File: src/rtl/rxf_pkg.sv
package rxf_pkg;
    localparam int ADDR_W     = 48;
    localparam logic [31:0] CRC_POLY = 32'h04C1_1DB7;

    typedef enum logic [2:0] {
        KIND_NONE    = 3'd0,
        KIND_PROMISC = 3'd1,
        KIND_STATION = 3'd2,
        KIND_GROUP   = 3'd3,
        KIND_BCAST   = 3'd4,
        KIND_HASH    = 3'd5,
        KIND_ALLGRP  = 3'd6
    } match_kind_e;

    // One pipeline lane: address travels with its partial CRC
    typedef struct packed {
        logic              valid;
        logic [ADDR_W-1:0] addr;
        logic [31:0]       crc;
    } lane_t;

    // Fold one byte into a non-reflected CRC-32, low bit of the byte first
    function automatic logic [31:0] crc_fold_byte(input logic [31:0] crc_in,
                                                  input logic [7:0]  data);
        logic [31:0] c;
        logic        fb;
        c = crc_in;
        for (int i = 0; i < 8; i++) begin
            fb = c[31] ^ data[i];
            c  = {c[30:0], 1'b0};
            if (fb) c = c ^ CRC_POLY;
        end
        return c;
    endfunction
endpackage

File: src/rtl/rxf_cfg_regs.sv
module rxf_cfg_regs #(
    parameter int NUM_SLOTS = 16,
    parameter int HASH_W    = 9,
    parameter int CFG_AW    = 8
) (
    input  logic                             clk,
    input  logic                             rst_n,
    input  logic                             wr_en,
    input  logic [CFG_AW-1:0]                wr_addr,
    input  logic [31:0]                      wr_data,
    output logic [NUM_SLOTS-1:0][47:0]       slot_o,
    output logic [(1<<HASH_W)-1:0]           acc_o,
    output logic [(1<<HASH_W)-1:0]           pri_o,
    output logic [2:0]                       ctrl_o
);
    localparam int HASH_BITS   = 1 << HASH_W;
    localparam int HWORDS      = HASH_BITS / 16;
    localparam int HW_IW       = $clog2(HWORDS);
    localparam int SLOT_IW     = $clog2(NUM_SLOTS);
    localparam int SLOT_REGION = NUM_SLOTS * 4;
    localparam int ACC_BASE    = SLOT_REGION;
    localparam int PRI_BASE    = ACC_BASE + HWORDS;
    localparam int CTRL_ADDR   = PRI_BASE + HWORDS;

    typedef struct packed {
        logic [NUM_SLOTS-1:0][47:0] slot;
        logic [HASH_BITS-1:0]       acc;
        logic [HASH_BITS-1:0]       pri;
        logic [2:0]                 ctrl;
    } cfg_t;

    cfg_t              st_d, st_q;
    logic [CFG_AW-1:0] acc_off, pri_off;
    logic [SLOT_IW-1:0] sidx;
    logic [1:0]         half;
    logic               unused_hi;

    assign unused_hi = ^wr_data[31:16];
    assign acc_off   = wr_addr - CFG_AW'(ACC_BASE);
    assign pri_off   = wr_addr - CFG_AW'(PRI_BASE);
    assign sidx      = wr_addr[2 +: SLOT_IW];
    assign half      = wr_addr[1:0];

    always_comb begin
        st_d = st_q;
        if (wr_en) begin
            if (wr_addr < CFG_AW'(SLOT_REGION)) begin
                if (half != 2'd3)
                    st_d.slot[sidx][{half, 4'b0} +: 16] = wr_data[15:0];
            end else if (wr_addr < CFG_AW'(PRI_BASE)) begin
                st_d.acc[{acc_off[HW_IW-1:0], 4'b0} +: 16] = wr_data[15:0];
            end else if (wr_addr < CFG_AW'(CTRL_ADDR)) begin
                st_d.pri[{pri_off[HW_IW-1:0], 4'b0} +: 16] = wr_data[15:0];
            end else if (wr_addr == CFG_AW'(CTRL_ADDR)) begin
                st_d.ctrl = wr_data[2:0];
            end
        end
    end

    always_ff @(posedge clk or negedge rst_n) begin
        if (!rst_n) st_q <= '0;
        else        st_q <= st_d;
    end

    assign slot_o = st_q.slot;
    assign acc_o  = st_q.acc;
    assign pri_o  = st_q.pri;
    assign ctrl_o = st_q.ctrl;

    // a control write lands on the mode bits at the next edge
    p_ctrl_load_r6: assert property (@(posedge clk) disable iff (!rst_n)
        (wr_en && wr_addr == CFG_AW'(CTRL_ADDR)) |=> (ctrl_o == $past(wr_data[2:0])));

    // filter tables only move on a write
    p_tables_hold_r10: assert property (@(posedge clk) disable iff (!rst_n)
        !wr_en |=> ($stable(slot_o) && $stable(acc_o) && $stable(pri_o)));
endmodule

File: src/rtl/rxf_crc_stage.sv
module rxf_crc_stage
    import rxf_pkg::*;
#(
    parameter int BYTE_IDX = 0
) (
    input  logic  clk,
    input  logic  rst_n,
    input  lane_t in_i,
    output lane_t out_o
);
    localparam int MSB = ADDR_W - 1 - 8 * BYTE_IDX;

    lane_t st_d, st_q;

    always_comb begin
        st_d     = in_i;
        st_d.crc = crc_fold_byte(in_i.crc, in_i.addr[MSB -: 8]);
    end

    always_ff @(posedge clk or negedge rst_n) begin
        if (!rst_n) st_q <= '0;
        else        st_q <= st_d;
    end

    assign out_o = st_q;

    // every stage passes its strobe on after exactly one edge
    p_stage_follow_r1: assert property (@(posedge clk) disable iff (!rst_n)
        in_i.valid |=> out_o.valid);
endmodule

File: src/rtl/rxf_decide.sv
module rxf_decide
    import rxf_pkg::*;
#(
    parameter int NUM_SLOTS = 16,
    parameter int HASH_W    = 9
) (
    input  logic                        clk,
    input  logic                        rst_n,
    input  lane_t                       in_i,
    input  logic [NUM_SLOTS-1:0][47:0]  slot_i,
    input  logic [(1<<HASH_W)-1:0]      acc_i,
    input  logic [(1<<HASH_W)-1:0]      pri_i,
    input  logic [2:0]                  ctrl_i,
    output logic                        valid_o,
    output logic                        accept_o,
    output logic                        prio_o,
    output logic [2:0]                  kind_o
);
    typedef struct packed {
        logic        valid;
        logic        accept;
        logic        prio;
        match_kind_e kind;
    } res_t;

    res_t                  res_d, res_q;
    logic [NUM_SLOTS-1:0]  hit;
    logic [HASH_W-1:0]     idx;
    logic                  grp, bcast, prom, allg, bc_en;
    match_kind_e           kind;
    logic                  unused_crc;

    for (genvar s = 0; s < NUM_SLOTS; s++) begin : g_slot
        assign hit[s] = (slot_i[s] == in_i.addr) && (|slot_i[s]);
    end

    assign idx        = in_i.crc[31 -: HASH_W];
    assign unused_crc = ^in_i.crc[31-HASH_W:0];
    assign grp        = in_i.addr[40];
    assign bcast      = &in_i.addr;
    assign prom       = ctrl_i[0];
    assign allg       = ctrl_i[1];
    assign bc_en      = ctrl_i[2];

    always_comb begin
        kind = KIND_NONE;
        if (!grp) begin
            if (hit[0])          kind = KIND_STATION;
            else if (prom)       kind = KIND_PROMISC;
        end else if (bcast) begin
            if (bc_en)           kind = KIND_BCAST;
            else if (prom)       kind = KIND_PROMISC;
        end else begin
            if (|hit[NUM_SLOTS-1:1]) kind = KIND_GROUP;
            else if (acc_i[idx]) kind = KIND_HASH;
            else if (allg)       kind = KIND_ALLGRP;
            else if (prom)       kind = KIND_PROMISC;
        end

        res_d = '0;
        if (in_i.valid) begin
            res_d.valid  = 1'b1;
            res_d.kind   = kind;
            res_d.accept = (kind != KIND_NONE);
            res_d.prio   = (kind != KIND_NONE) && pri_i[idx];
        end
    end

    always_ff @(posedge clk or negedge rst_n) begin
        if (!rst_n) res_q <= '0;
        else        res_q <= res_d;
    end

    assign valid_o  = res_q.valid;
    assign accept_o = res_q.accept;
    assign prio_o   = res_q.prio;
    assign kind_o   = res_q.kind;

    // outputs are quiet between decisions
    p_quiet_r11: assert property (@(posedge clk) disable iff (!rst_n)
        !valid_o |-> (!accept_o && !prio_o && kind_o == 3'd0));
    // priority only rides on an accepted frame
    p_prio_accept_r5: assert property (@(posedge clk) disable iff (!rst_n)
        prio_o |-> accept_o);
    // a unicast address never comes out with a group-only kind
    p_unicast_kind_r2: assert property (@(posedge clk) disable iff (!rst_n)
        (in_i.valid && !in_i.addr[40]) |=> (kind_o inside {3'd0, 3'd1, 3'd2}));
    // all-ones rejected when neither broadcast nor accept-everything is on
    p_bcast_off_r8: assert property (@(posedge clk) disable iff (!rst_n)
        (in_i.valid && (&in_i.addr) && !ctrl_i[2] && !ctrl_i[0]) |=> !accept_o);
    // the zero address never matches a slot
    p_zero_addr_r9: assert property (@(posedge clk) disable iff (!rst_n)
        (in_i.valid && in_i.addr == '0 && !ctrl_i[0]) |=> !accept_o);
endmodule

File: src/rtl/rx_dest_filter.sv
module rx_dest_filter
    import rxf_pkg::*;
#(
    parameter int NUM_SLOTS = 16,
    parameter int HASH_W    = 9,
    parameter int CFG_AW    = 8
) (
    input  logic              clk,
    input  logic              rst_n,
    input  logic              cfg_wr_en,
    input  logic [CFG_AW-1:0] cfg_wr_addr,
    input  logic [31:0]       cfg_wr_data,
    input  logic              da_valid,
    input  logic [47:0]       da_addr,
    output logic              res_valid,
    output logic              res_accept,
    output logic              res_prio,
    output logic [2:0]        res_kind
);
    localparam int NUM_BYTES = ADDR_W / 8;
    localparam int HASH_BITS = 1 << HASH_W;

    logic [NUM_SLOTS-1:0][47:0] slot;
    logic [HASH_BITS-1:0]       acc, pri;
    logic [2:0]                 ctrl;
    lane_t                      lane [NUM_BYTES+1];

    rxf_cfg_regs #(.NUM_SLOTS(NUM_SLOTS), .HASH_W(HASH_W), .CFG_AW(CFG_AW)) i_cfg (
        .clk     (clk),
        .rst_n   (rst_n),
        .wr_en   (cfg_wr_en),
        .wr_addr (cfg_wr_addr),
        .wr_data (cfg_wr_data),
        .slot_o  (slot),
        .acc_o   (acc),
        .pri_o   (pri),
        .ctrl_o  (ctrl)
    );

    assign lane[0] = {da_valid, da_addr, 32'hFFFF_FFFF};

    for (genvar b = 0; b < NUM_BYTES; b++) begin : g_byte
        rxf_crc_stage #(.BYTE_IDX(b)) i_stage (
            .clk   (clk),
            .rst_n (rst_n),
            .in_i  (lane[b]),
            .out_o (lane[b+1])
        );
    end

    rxf_decide #(.NUM_SLOTS(NUM_SLOTS), .HASH_W(HASH_W)) i_decide (
        .clk      (clk),
        .rst_n    (rst_n),
        .in_i     (lane[NUM_BYTES]),
        .slot_i   (slot),
        .acc_i    (acc),
        .pri_i    (pri),
        .ctrl_i   (ctrl),
        .valid_o  (res_valid),
        .accept_o (res_accept),
        .prio_o   (res_prio),
        .kind_o   (res_kind)
    );

    // Edges seen since reset, saturating, so the latency checks look back only over live history
    logic [2:0] since_rst_d, since_rst_q;
    always_comb since_rst_d = (since_rst_q == 3'd7) ? since_rst_q : since_rst_q + 3'd1;
    always_ff @(posedge clk or negedge rst_n) begin
        if (!rst_n) since_rst_q <= '0;
        else        since_rst_q <= since_rst_d;
    end

    // strobe produces a decision exactly seven cycles on
    p_latency_fwd_r1: assert property (@(posedge clk) disable iff (!rst_n)
        (since_rst_q == 3'd7 && $past(da_valid, 7)) |-> res_valid);
    // no decision without a strobe seven cycles before
    p_latency_back_r1: assert property (@(posedge clk) disable iff (!rst_n)
        (since_rst_q == 3'd7 && res_valid) |-> $past(da_valid, 7));
endmodule

File: config.mk
export PLATFORM = sky130hd
export DESIGN_NAME = rx_dest_filter
export DESIGN_NICKNAME = d
export VERILOG_FILES = /design/src/rtl/rxf_pkg.sv /design/src/rtl/rxf_cfg_regs.sv /design/src/rtl/rxf_crc_stage.sv /design/src/rtl/rxf_decide.sv /design/src/rtl/rx_dest_filter.sv
export SDC_FILE = /design/constraint.sdc
export NUM_CORES = 2
export LEC_CHECK = 0
export BUFFER_PORTS_ARGS = -buffer_cell sky130_fd_sc_hd__buf_2
export CORE_ASPECT_RATIO = 1.2
export CORE_MARGIN = 5
export CORE_UTILIZATION = 55
export DETAILED_ROUTE_END_ITERATION = 7
export PLACE_DENSITY_LB_ADDON = 0.3
export SLEW_MARGIN = 20
export SYNTH_ARGS = -nofsm -noshare
export SYNTH_HDL_FRONTEND = slang
export SYNTH_SLANG_ARGS = --single-unit
File: constraint.sdc
create_clock -name clk -period 4.6 [get_ports clk]
set_input_delay 0 -clock clk [delete_from_list [all_inputs] [get_ports clk]]
set_output_delay 0 -clock clk [all_outputs]
set_load 0.1 [all_outputs]
# Word-level counts from Yosys, hierarchy flattened
# Index checks and enable logic that the tools add are counted.
dict set report totals {
  ff_bits 2287
  word_cells 280
}
dict set report classes {
  magnitude_cmp 6
  shifts 6
  eq_ne 18
  muxes 66
  n_addsub 5
  bitwise_logic 97
  reduce_logical 41
}
# op count
set ops {}
lappend ops {{$mux W27} 48}
lappend ops {{$bwmux W512} 2}
lappend ops {{$shift A16 B11 Y512 const A} 2}
lappend ops {{$shiftx A16 B11 Y512} 2}
lappend ops {{$bwmux W768} 1}
lappend ops {{$eq A48 B48 Y1} 16}
lappend ops {{$reduce_or A48 Y1} 16}
lappend ops {{$not A14 Y14} 47}
lappend ops {{$demux W48 S4} 1}
lappend ops {{$mux W48} 1}
lappend ops {{$reduce_and A48 Y1} 1}
lappend ops {{$shift A16 B8 Y48 const A} 1}
lappend ops {{$shiftx A16 B8 Y48} 1}
lappend ops {{$xor A1 B1 Y1} 42}
lappend ops {{$neg A9 Y11} 2}
lappend ops {{$mux W3} 7}
lappend ops {{$bmux W1 S9} 2}
lappend ops {{$logic_and A1 B1 Y1} 18}
lappend ops {{$lt A8 B7 Y1 const B} 2}
lappend ops {{$reduce_or A15 Y1} 1}
lappend ops {{$lt A9 B10 Y1 const B} 1}
lappend ops {{$sub A5 B1 Y5 const B} 2}
lappend ops {{$eq A8 B8 Y1 const B} 1}
lappend ops {{$lt A8 B8 Y1 const B} 1}
lappend ops {{12 further kinds} 21}

# Longest topological paths before layout
dict set report depth {
  ltp_word 16
  depth_mapped 13
  ltp_nobuf 9
}

# Cells and area by module
# Synthesis repeated with hierarchy kept, for this count alone.
dict set report unflattened {
  cells_unflattened 7836
  area_unflattened_um2 107486.8
}
# module cells_each area_per_inst_um2 instances seq_area_each_um2
set modules_own_cells {}
lappend modules_own_cells {rxf_cfg_regs 4873 70248.6 1 44918.1}
lappend modules_own_cells {rxf_decide 2086 19232.2 1 150.1}
lappend modules_own_cells {rxf_crc_stage 146 3000.4 6 2026.9}
lappend modules_own_cells {rx_dest_filter 1 3.8 1 0.0}

# Least setup slack after synthesis
# No wires, ideal clock.
dict set report synth_timing {
  kind {reg-to-reg}
  start {reg g_byte[5].i_stage.st_q (netlist bit g_byte[5].i_stage.out_o[23])}
  end {reg i_decide.res_q (netlist bit i_decide.prio_o)}
  arrival_ps 3015
  setup_ps 145
  path_stages_with_launch 11
  synth_period_minus_slack_ps 3160
  path_slack_ps 1440
  cell_sequence {dfrtp_1 buf_6 buf_4 buf_2 buf_2 mux4_2 mux4_2 mux4_2 a21oi_1 mux4_2 a41oi_1}
}
# element line_no
set synth_rtl {}
lappend synth_rtl {{start: declaration} rxf_crc_stage.sv:13} ;# lane_t st_d, st_q;
lappend synth_rtl {{start signal: assignment} rxf_crc_stage.sv:22} ;# else st_q <= st_d;
lappend synth_rtl {{end signal: assignment} rxf_decide.sv:71} ;# else res_q <= res_d;
lappend synth_rtl {{end: declaration} rxf_decide.sv:26} ;# res_t res_d, res_q;

==> metrics.csv <==
metric,value,unit
max-slew violation count,0,
Area after DPL,0.102,mm2
Core Area,0.179,mm2
number of max-cap violations,0,
worst hold path class,in -> async,
clk slew on worst S/H paths,60,ps
Final Hold Viols,0,
first-pass GRT wire length,478000,um
Rel. slew slack,0.185,
syn nets,9152,
vias in the first global route,73600,
Worst Setup Start Kind,flip-flop,
WL per Instance,27.6,um
drc violations,0,
Vias per Instance,6.29,
overall global routing resource usage,0.343,
DR vias,73300,
unrepaired setup endpoints after global routing,false,
Die Ht,474,um
aggregate routed wire length,322000,um
skew final,88.9,ps
FMAX,0.233,GHz
Main synth FF type,dfrtp_1,
post-synthesis register bit count,2238,
CP max stage cell,mux4_1,
Synth top area share,0.568,
largest net degree at the start of global routing,194,
Slew @ Worst Pin,1220,ps
full die area,0.188,mm2
Synth Cell Area,0.0986,mm2
CP required,5310,ps
setup bufs post-CTS,0,
Crit Path Max Fanout,44,
DP HPWL,199000,um
Reg2Reg Depth,10,
gr ovfl total,0,
Antenna Nets Post-Route,0,
clock sinks,2238,
htree depth,4,
RD Place Congestion,0.969,
ys async rst share,1.00,
layout cells sized above 1,0.135,
pwr dens,463,mW/mm2
CP bufs+invs,2,
CTS tree,yes,
Design Power,51.4,mW
total of warnings raised by yosys,0,
total CTS buffers,215,
Port Buffers,81,
hold_ws,10.4,ps
Post-synth EDFFs,0,
"Seq/Total Area, Yosys",0.568,
peak supply drop,0.000400,V
die width,397,um
Setup TNS,0,ps
Initial Util,0.552,
CP cell instances,buf_12 > mux4_1 > mux4_2 > nor2b_1 > a211oi_1 > buf_4 > nor3_1 > or4_4 > o311ai_4 > a41oi_1,
Filler Cell Count,13700,
clock network latency to the later pin of the worst-skew pair,880,ps
antenna violations before repair,24,
Period minus WS final,4300,ps
Yosys top cell by area,dfrtp_1,
Top delay family on crit path,multiplexers,
crit path kind,reg -> reg,
Finished Cell Area,0.111,mm2
library cells used by synthesis,52,
status,"finished, final reports clean",
# setup viols final,0,
nets,9227,
RR Endpoint,i_decide.prio_o,
synth top area cells,"dfrtp_1, o21ai_0, xor2_1",
CTS Buffer Depth,3,
LEAKAGE,49.8,nW
initial drt markers,8785,
io pins,98,
CP max stage delay,630,ps
CTS root buf,clkbuf_16,
R2R setup slack,300,ps
Cells after Synth,9054,
1st-pass router iterations,7,
Synth Area per Inst,10.9,um2
Core Rows,170,
Area Growth Syn to Fin,12.5,%
CP arrival,5010,ps
Worst R2R Start,g_byte[5].i_stage.out_o[23],
Final Cycle Share,0.935,
CP endpoint kind,flip-flop,
repair_timing:
item / CTS / global route
endpoints found under the hold margin: 2172 / 0
resized for setup: 0 / 1
endpoints found under the setup margin: 0 / 2
hold buffers: 126 / 0
layer usage:
metal / share of wire / global-route usage / wire length [um]
met1: 0.37 / 0.454 / 120000
met2: 0.43 / 0.509 / 140000
met3: 0.12 / 0.101 / 39300
met4: 0.071 / 0.195 / 22700
met5: 0.000040 / 0 / 13
worst max-delay path by stage:
stage / endpoint / slack, ps / from / cells after the start
2_1_floorplan: i_decide.prio_o / 1440 / g_byte[5].i_stage.out_o[23] / 10
3_3_place_gp: i_decide.accept_o / 190 / g_byte[5].i_stage.out_o[23] / 12
3_5_place_dp: i_decide.prio_o / 150 / g_byte[5].i_stage.out_o[23] / 11
4_1_cts: i_decide.prio_o / 110 / g_byte[5].i_stage.out_o[23] / 11
5_1_grt: i_decide.prio_o / 240 / g_byte[5].i_stage.out_o[23] / 11
6_report: i_decide.prio_o / 300 / g_byte[5].i_stage.out_o[23] / 10
power breakdown:
part / internal [mW] / switching (mW) / leakage [nW]
logic: 4.63 / 6.76 / 16.0
clock network: 10.5 / 7.96 / 3.61
registers: 20.8 / 0.782 / 30.2
total: 35.9 / 15.5 / 49.8
cell families (layout without fill, tap and decap cells):
group           after synthesis  after routing  share of synthesized area
buf+inv                     686            939                     0.0280
flops                      2238           2238                      0.568
xor+xnor                   1087           1087                     0.0965
simple gates               2713           2713                      0.122
other cells                   0             17                          0
compound gates             1715           1715                     0.0898
fa+ha+maj                     6              6                   0.000761
mux                         609            609                     0.0953
area by class of cell:
cell class	count	area (um2)	area share
antenna	17	42.5	0.000383
clock buffer	304	6190	0.0558
multi-input combinational	6130	40000	0.360
tap	2322	2910	0.0262
sequential	2238	56000	0.505
inverter	15	56.3	0.000507
clock inverter	91	1160	0.0105
timing repair buffer	529	4620	0.0417
worst register-to-register path, stage by stage (launching register included):
cell,delay (ps)
dfrtp_4,450
buf_12,330
mux4_1,740
mux4_2,480
nor2b_1,140
a211oi_1,590
buf_4,220
nor3_1,60
or4_4,600
o311ai_4,340
a41oi_1,170
state kept, by name, summed over array words and instances, names as in the netlist:
signal / flops
i_decide.prio_o: 1
i_cfg.slot_o: 768
i_decide.kind_o: 3
i_decide.valid_o: 1
g_byte.i_stage.out_o: 437
i_cfg.ctrl_o: 3
i_cfg.acc_o: 512
i_decide.accept_o: 1
i_cfg.pri_o: 512
cell usage after synthesis (4+ instances only):
cell type	n
nor2_1	57
mux2_2	236
ha_1	6
clkbuf_1	594
or4_1	5
xor2_1	800
nand3_1	174
buf_4	15
a21oi_1	38
nor3_1	27
mux2i_1	136
buf_1	17
o21ai_0	1576
nor2b_1	19
a211oi_1	20
mux4_1	11
or2_2	5
nand2_1	1841
buf_2	37
or3_1	32
and2_1	11
nand4_1	114
inv_1	15
o22ai_1	5
o41ai_1	4
dfrtp_1	2238
xnor2_1	287
buf_6	5
mux4_2	224
a22oi_1	64
nand2b_1	14
nor4_1	403
stage by stage:
| stage | util | setup WS (ps) | std cells |
|---|---|---|---|
| after floorplan | - | 1440 | 9054 |
| final | 0.621 | 300 | 11600 |
| after global routing | 0.621 | 244 | 11600 |
| after global placement | 0.572 | 193 | 11100 |
| after CTS | 0.621 | 109 | 11600 |
| after detailed placement | 0.572 | 147 | 11100 |
cells in the final DEF (no fill, tap or decap), types with 19 or more instances in the layout:
master / netlist / layout
a211oi_1: 20 / 20
a21oi_1: 38 / 38
a22oi_1: 64 / 64
buf_12: 2 / 40
buf_2: 37 / 80
buf_4: 15 / 282
bufinv_16: 0 / 19
clkbuf_1: 594 / 44
clkbuf_16: 0 / 217
clkbuf_8: 1 / 43
clkinv_2: 0 / 45
dfrtp_1: 2238 / 2229
dlygate4sd3_1: 0 / 125
mux2_2: 236 / 236
mux2i_1: 136 / 136
mux4_2: 224 / 224
nand2_1: 1841 / 1841
nand3_1: 174 / 174
nand4_1: 114 / 114
nor2_1: 57 / 48
nor3_1: 27 / 27
nor4_1: 403 / 401
o21ai_0: 1576 / 1576
or3_1: 32 / 32
xnor2_1: 287 / 286
xor2_1: 800 / 799
Power figures use the tool's default switching activity.
